### config.mk
export PLATFORM = sky130hd
export DESIGN_NAME = gpx_core
export DESIGN_NICKNAME = d
export VERILOG_FILES = /design/src/rtl/gpx_pkg.sv /design/src/rtl/gpx_sync.sv /design/src/rtl/gpx_addr_dec.sv /design/src/rtl/gpx_port_regs.sv /design/src/rtl/gpx_core.sv
export SDC_FILE = /design/constraint.sdc
export NUM_CORES = 1
export LEC_CHECK = 0
export ABC_AREA = 0
export BUFFER_PORTS_ARGS = -buffer_cell sky130_fd_sc_hd__buf_2
export CAP_MARGIN = 20
export CELL_PAD_IN_SITES_DETAIL_PLACEMENT = 1
export CELL_PAD_IN_SITES_GLOBAL_PLACEMENT = 1
export CORE_MARGIN = 2
export CORE_UTILIZATION = 25
export DETAILED_ROUTE_END_ITERATION = 16
export PLACE_DENSITY = 0.55
export SLEW_MARGIN = 20
export SYNTH_ARGS = -nofsm -noshare
export SYNTH_HDL_FRONTEND = slang
export SYNTH_HIERARCHICAL = 1
export SYNTH_SLANG_ARGS = --single-unit
### constraint.sdc
create_clock -name clk -period 5.3 [get_ports clk]
set_input_delay 0.53 -clock clk [delete_from_list [all_inputs] [get_ports clk]]
set_output_delay 0.53 -clock clk [all_outputs]
set_load 0.01 [all_outputs]
### src/rtl/gpx_pkg.sv
package gpx_pkg;
    localparam int BYTE_W = 8;

    typedef enum logic [1:0] {
        KIND_PIN = 2'd0,
        KIND_OUT = 2'd1,
        KIND_INV = 2'd2,
        KIND_DIR = 2'd3
    } reg_kind_e;

    typedef struct packed {
        logic      hit;
        reg_kind_e kind;
        logic      port;
    } access_s;
endpackage

### src/rtl/gpx_sync.sv
module gpx_sync #(
    parameter int WIDTH = 8
) (
    input  logic             clk,
    input  logic             rst_n,
    input  logic [WIDTH-1:0] raw,
    output logic [WIDTH-1:0] synced
);
    logic [WIDTH-1:0] stage1_q;
    logic [WIDTH-1:0] stage2_q;

    always_ff @(posedge clk) begin
        if (!rst_n) begin
            stage1_q <= '0;
            stage2_q <= '0;
        end else begin
            stage1_q <= raw;
            stage2_q <= stage1_q;
        end
    end

    assign synced = stage2_q;
endmodule

### src/rtl/gpx_addr_dec.sv
module gpx_addr_dec
    import gpx_pkg::*;
#(
    parameter int NUM_PORTS = 1,
    parameter int ADDR_W    = 8
) (
    input  logic [ADDR_W-1:0] addr,
    output access_s           acc
);
    localparam int MAP_SIZE = 4 * NUM_PORTS;

    generate
        if (NUM_PORTS == 2) begin : g_dual
            always_comb begin
                acc.hit  = (int'(addr) < MAP_SIZE);
                acc.kind = reg_kind_e'(addr[2:1]);
                acc.port = addr[0];
            end
        end else begin : g_single
            always_comb begin
                acc.hit  = (int'(addr) < MAP_SIZE);
                acc.kind = reg_kind_e'(addr[1:0]);
                acc.port = 1'b0;
            end
        end
    endgenerate
endmodule

### src/rtl/gpx_port_regs.sv
module gpx_port_regs
    import gpx_pkg::*;
#(
    parameter int WIDTH = BYTE_W
) (
    input  logic             clk,
    input  logic             rst_n,
    input  logic             wr_sel,
    input  reg_kind_e        kind,
    input  logic [WIDTH-1:0] wr_data,
    input  logic [WIDTH-1:0] pin_sync,
    output logic [WIDTH-1:0] view_pin,
    output logic [WIDTH-1:0] view_out,
    output logic [WIDTH-1:0] view_inv,
    output logic [WIDTH-1:0] view_dir,
    output logic [WIDTH-1:0] pin_oe,
    output logic [WIDTH-1:0] pin_out
);
    logic [WIDTH-1:0] out_q;
    logic [WIDTH-1:0] inv_q;
    logic [WIDTH-1:0] dir_q;

    always_ff @(posedge clk) begin
        if (!rst_n) begin
            out_q <= '1;
            inv_q <= '0;
            dir_q <= '1;
        end else if (wr_sel) begin
            unique case (kind)
                KIND_OUT: out_q <= wr_data;
                KIND_INV: inv_q <= wr_data;
                KIND_DIR: dir_q <= wr_data;
                KIND_PIN: ;
            endcase
        end
    end

    always_comb begin
        view_pin = pin_sync ^ (inv_q & dir_q);
        view_out = out_q;
        view_inv = inv_q;
        view_dir = dir_q;
        pin_oe   = ~dir_q;
        pin_out  = out_q & ~dir_q;
    end


    pin_write_ignored_chk: assert property (@(posedge clk) disable iff (!rst_n)
        (wr_sel && kind == KIND_PIN) |=> ($stable(out_q) && $stable(inv_q) && $stable(dir_q)));


    dir_to_enable_chk: assert property (@(posedge clk) disable iff (!rst_n)
        (wr_sel && kind == KIND_DIR) |=> (pin_oe == ~$past(wr_data)));
endmodule

### src/rtl/gpx_core.sv
module gpx_core
    import gpx_pkg::*;
#(
    parameter int NUM_PORTS = 1,
    parameter int ADDR_W    = 8
) (
    input  logic                        clk,
    input  logic                        rst_n,
    input  logic [ADDR_W-1:0]           addr,
    input  logic                        wr_en,
    input  logic [BYTE_W-1:0]           wr_data,
    input  logic                        rd_en,
    output logic [BYTE_W-1:0]           rd_data,
    input  logic [BYTE_W*NUM_PORTS-1:0] pin_in,
    output logic [BYTE_W*NUM_PORTS-1:0] pin_out,
    output logic [BYTE_W*NUM_PORTS-1:0] pin_oe
);
    localparam int PIN_W = BYTE_W * NUM_PORTS;

    access_s          acc;
    logic [PIN_W-1:0] pin_sync;
    logic [PIN_W-1:0] sel_view;
    logic [BYTE_W-1:0] rd_next;
    logic [BYTE_W-1:0] rd_q;

    gpx_addr_dec #(.NUM_PORTS(NUM_PORTS), .ADDR_W(ADDR_W)) u_dec (
        .addr (addr),
        .acc  (acc)
    );

    gpx_sync #(.WIDTH(PIN_W)) u_sync (
        .clk    (clk),
        .rst_n  (rst_n),
        .raw    (pin_in),
        .synced (pin_sync)
    );

    for (genvar p = 0; p < NUM_PORTS; p++) begin : g_port
        logic [BYTE_W-1:0] v_pin, v_out, v_inv, v_dir;
        logic              wsel;

        assign wsel = wr_en && acc.hit && (int'(acc.port) == p);

        gpx_port_regs #(.WIDTH(BYTE_W)) u_regs (
            .clk      (clk),
            .rst_n    (rst_n),
            .wr_sel   (wsel),
            .kind     (acc.kind),
            .wr_data  (wr_data),
            .pin_sync (pin_sync[p*BYTE_W +: BYTE_W]),
            .view_pin (v_pin),
            .view_out (v_out),
            .view_inv (v_inv),
            .view_dir (v_dir),
            .pin_oe   (pin_oe[p*BYTE_W +: BYTE_W]),
            .pin_out  (pin_out[p*BYTE_W +: BYTE_W])
        );

        always_comb begin
            unique case (acc.kind)
                KIND_PIN: sel_view[p*BYTE_W +: BYTE_W] = v_pin;
                KIND_OUT: sel_view[p*BYTE_W +: BYTE_W] = v_out;
                KIND_INV: sel_view[p*BYTE_W +: BYTE_W] = v_inv;
                KIND_DIR: sel_view[p*BYTE_W +: BYTE_W] = v_dir;
            endcase
        end
    end

    always_comb begin
        rd_next = '0;
        if (acc.hit) begin
            rd_next = sel_view[int'(acc.port)*BYTE_W +: BYTE_W];
        end
    end

    always_ff @(posedge clk) begin
        if (!rst_n) begin
            rd_q <= '0;
        end else if (rd_en) begin
            rd_q <= rd_next;
        end
    end

    assign rd_data = rd_q;


    unmapped_read_zero_chk: assert property (@(posedge clk) disable iff (!rst_n)
        (rd_en && (int'(addr) >= 4 * NUM_PORTS)) |=> (rd_data == '0));


    read_hold_chk: assert property (@(posedge clk) disable iff (!rst_n)
        !rd_en |=> $stable(rd_data));


    input_pin_quiet_chk: assert property (@(posedge clk) disable iff (!rst_n)
        ((pin_out & ~pin_oe) == '0));
endmodule

==> results.txt <==
total gr overflow - 0
CP Class - input port to flip-flop
cell with the most instances on the worst path - and3b_1
Setup crit end kind - flip-flop
register area - 961 um^2
count of final setup violators - 0
clk_lat worst skew - 300 ps
multi-input logic area - 1020 um^2
commonest non-fill, non-tap cells in the layout - buf_2 (51), dfxtp_1 (48), nand2_1 (24), nor2b_1 (23), mux2i_1 (15)
Ports - 52
synthesized instance count - 203
Synth Area per Inst - 10.6 um^2
post-cts sizing count - 0
Fin. Hold Viols - 0
clock skew - 6.41 ps
simple-gate share of the synthesized area - 0.224
critical path fanouts, max - 12
Synth-to-Final Area Change - 15.9%
Avg WL per Cell - 14.4 um
GRT met2 Usage - 0.184
post-route ant nets - 0
DR pass1 iterations - 4
adder-cell share of the synthesized area - 0
worst endpoint required time - 5530 ps
Slew @ Worst Pin - 881 ps
CTS buffer count - 5
GRT met3 Usage - 0.0289
H-Tree Level Count - 2
mux contribution to synthesized area - 0.153
GRT Total Usage - 0.110
Slew headroom - 0.412
CTS Root Cell - clkbuf_8
design area - 2500 um^2
worst r2r dst - rd_data[4]
most common cell after layout, fill and taps aside - buf_2
residual DRC count - 0
status - finished, final reports clean
clk buf depth - 2
largest net degree at the start of global routing - 58
critical path's slowest cell - and3b_1
Power Dens Cells - 256 nW/um^2
R2R Path Start - g_port[0].u_regs/view_dir[4]
Leak - 1.14 nW
Hold Buf Count CTS - 0
share of layout cells above drive strength 1 - 0.328
Core ar. - 8300 um^2
WP buf/inv - 1
RSZ-0062 raised after global routing - no
Initial Util - 0.259
largest stage delay on the critical path - 570 ps
most crowded layer after global routing - met2
antenna violations before repair - 0
Max IR drop VDD - 0.0862 mV
complex-gate fraction of the synthesized area - 0.0645
hold endpoint - u_sync/stage1_q[3]
crit path time final - 2410 ps
Post-DP Area - 2410 um^2
fillcell total - 970
Final GP Congestion - 0.678
hold-critical path depth - 2
Worst Hold Launch - pin_in[3]
detailed placement HPWL - 3380 um
Worst-path clk slew - 80 ps
first-pass GRT wire length - 8220 um
setup TNS - 0 ps
Via density - 4.44
worst r2r path cells - 4
CTS sink cnt - 48
Post-Synth XOR/XNOR Area - 0.0325
critical path, cell by cell - buf_2 > or4_1 > nor3_2 > and3b_1 > and3b_1 > mux2i_1
Final Max Tran Viols - 0
R2R Setup Slk - 3930 ps
FMAX - 415 MHz
Die Y - 96.8 um
nets@finish - 271
post-CTS setup buffers - 0
via count - 1550
Starting DRT DRC Count - 33
Critical Path Start Type - input port
CP delay by family, top - simple AND/OR/NAND/NOR gates
Distinct cells, synth - 25
crit path DAT - 2640 ps
Post-Syn Area - 2150 um^2
Seq cells post-synth - 48
Yosys warning total - 6
# diodes - 0
Worst Hold Class - input port to flip-flop
period utilization - 0.455
CTS tree - built
die area - 9370 um^2
# rows - 33
vias in the first global route - 1587
M1 GR Usage - 0.139
Chip Width - 96.8 um
register area share after synthesis - 0.446
WL final - 5010 um
Port-buffer cells - 51
maxcap violations - 0
main combinational cell family by area after synthesis - simple AND/OR/NAND/NOR gates
syn nets - 231
==> metal layers <==
layer,part of all wire,up-vias,routed length [um]
li1,-,766,-
met1,0.48,749,2400
met2,0.48,30,2390
met3,0.036,5,178
met4,0.0080,0,40
met5,0,-,0
==> layout make-up <==
cell class / count / share of cell area
Multi-Input combinational cell: 128 / 0.411
Sequential cell: 48 / 0.385
Timing Repair Buffer: 51 / 0.102
Tap cell: 105 / 0.0526
Clock buffer: 8 / 0.0361
Inverter: 9 / 0.0135
==> registers in the layout, indices dropped and copies added, names as in the netlist <==
name / flops
g_port.u_regs/view_out: 8
g_port.u_regs/view_inv: 8
u_sync/stage1_q: 8
u_sync/synced: 8
g_port.u_regs/view_dir: 8
rd_data: 8
==> cell usage after synthesis <==
master	instances	area, um^2
a211o_1	1	8.76
a22o_1	8	70.1
and2_1	4	25.0
and2_2	12	90.1
and3_2	1	7.51
and3b_1	2	17.5
and4b_1	2	20.0
buf_1	2	7.51
buf_2	2	10.0
buf_4	3	22.5
buf_6	7	78.8
clkbuf_1	4	15.0
conb_1	1	3.75
dfxtp_1	48	961
inv_1	9	33.8
mux2i_1	15	150
mux4_2	8	180
nand2_1	24	90.1
nand3b_4	1	20.0
nand4_1	8	50.1
nor2b_1	23	144
nor3_2	1	10.0
o211ai_1	8	60.1
or4_1	1	7.51
xnor2_1	8	70.1
==> logic make-up (layout without fill, tap and decap cells) <==
kind of cell / count (synthesis) / in the layout
compound gates: 17 / 17
xor+xnor: 8 / 8
buf+inv: 27 / 68
flops: 48 / 48
mux: 23 / 23
other cells: 1 / 1
simple gates: 79 / 79
==> where the power goes <==
part	switching, W	internal, W
clock	0.000119	0.000107
combinational	0.0000227	0.0000234
sequential	0.00000185	0.000366
==> worst max path at each step <==
stage	slack, ps	start	to	depth (start not counted)
after global routing	2770	addr[4]	g_port[0].u_regs/view_inv[6]	6
after detailed placement	2570	addr[4]	g_port[0].u_regs/view_inv[4]	6
after CTS	2870	addr[4]	g_port[0].u_regs/view_inv[6]	6
after floorplan	3190	addr[4]	g_port[0].u_regs/view_out[7]	7
after global placement	2610	addr[4]	g_port[0].u_regs/view_inv[3]	6
final	2890	addr[4]	g_port[0].u_regs/view_inv[6]	6
==> stage by stage <==
stage | utilization | instances | hold slack [ps] | total power, W | setup WS, ps
global placement | 0.290 | 341 | 428 | 0.000423 | 2610
CTS | 0.301 | 349 | 419 | 0.000653 | 2870
floorplan | - | 203 | 426 | 0.000410 | 3190
finish | 0.301 | 349 | 431 | 0.000640 | 2890
detailed placement | 0.290 | 341 | 434 | 0.000424 | 2570
global route | 0.301 | 349 | 417 | 0.000672 | 2770
No activity file was read; power rests on OpenSTA's default activity.
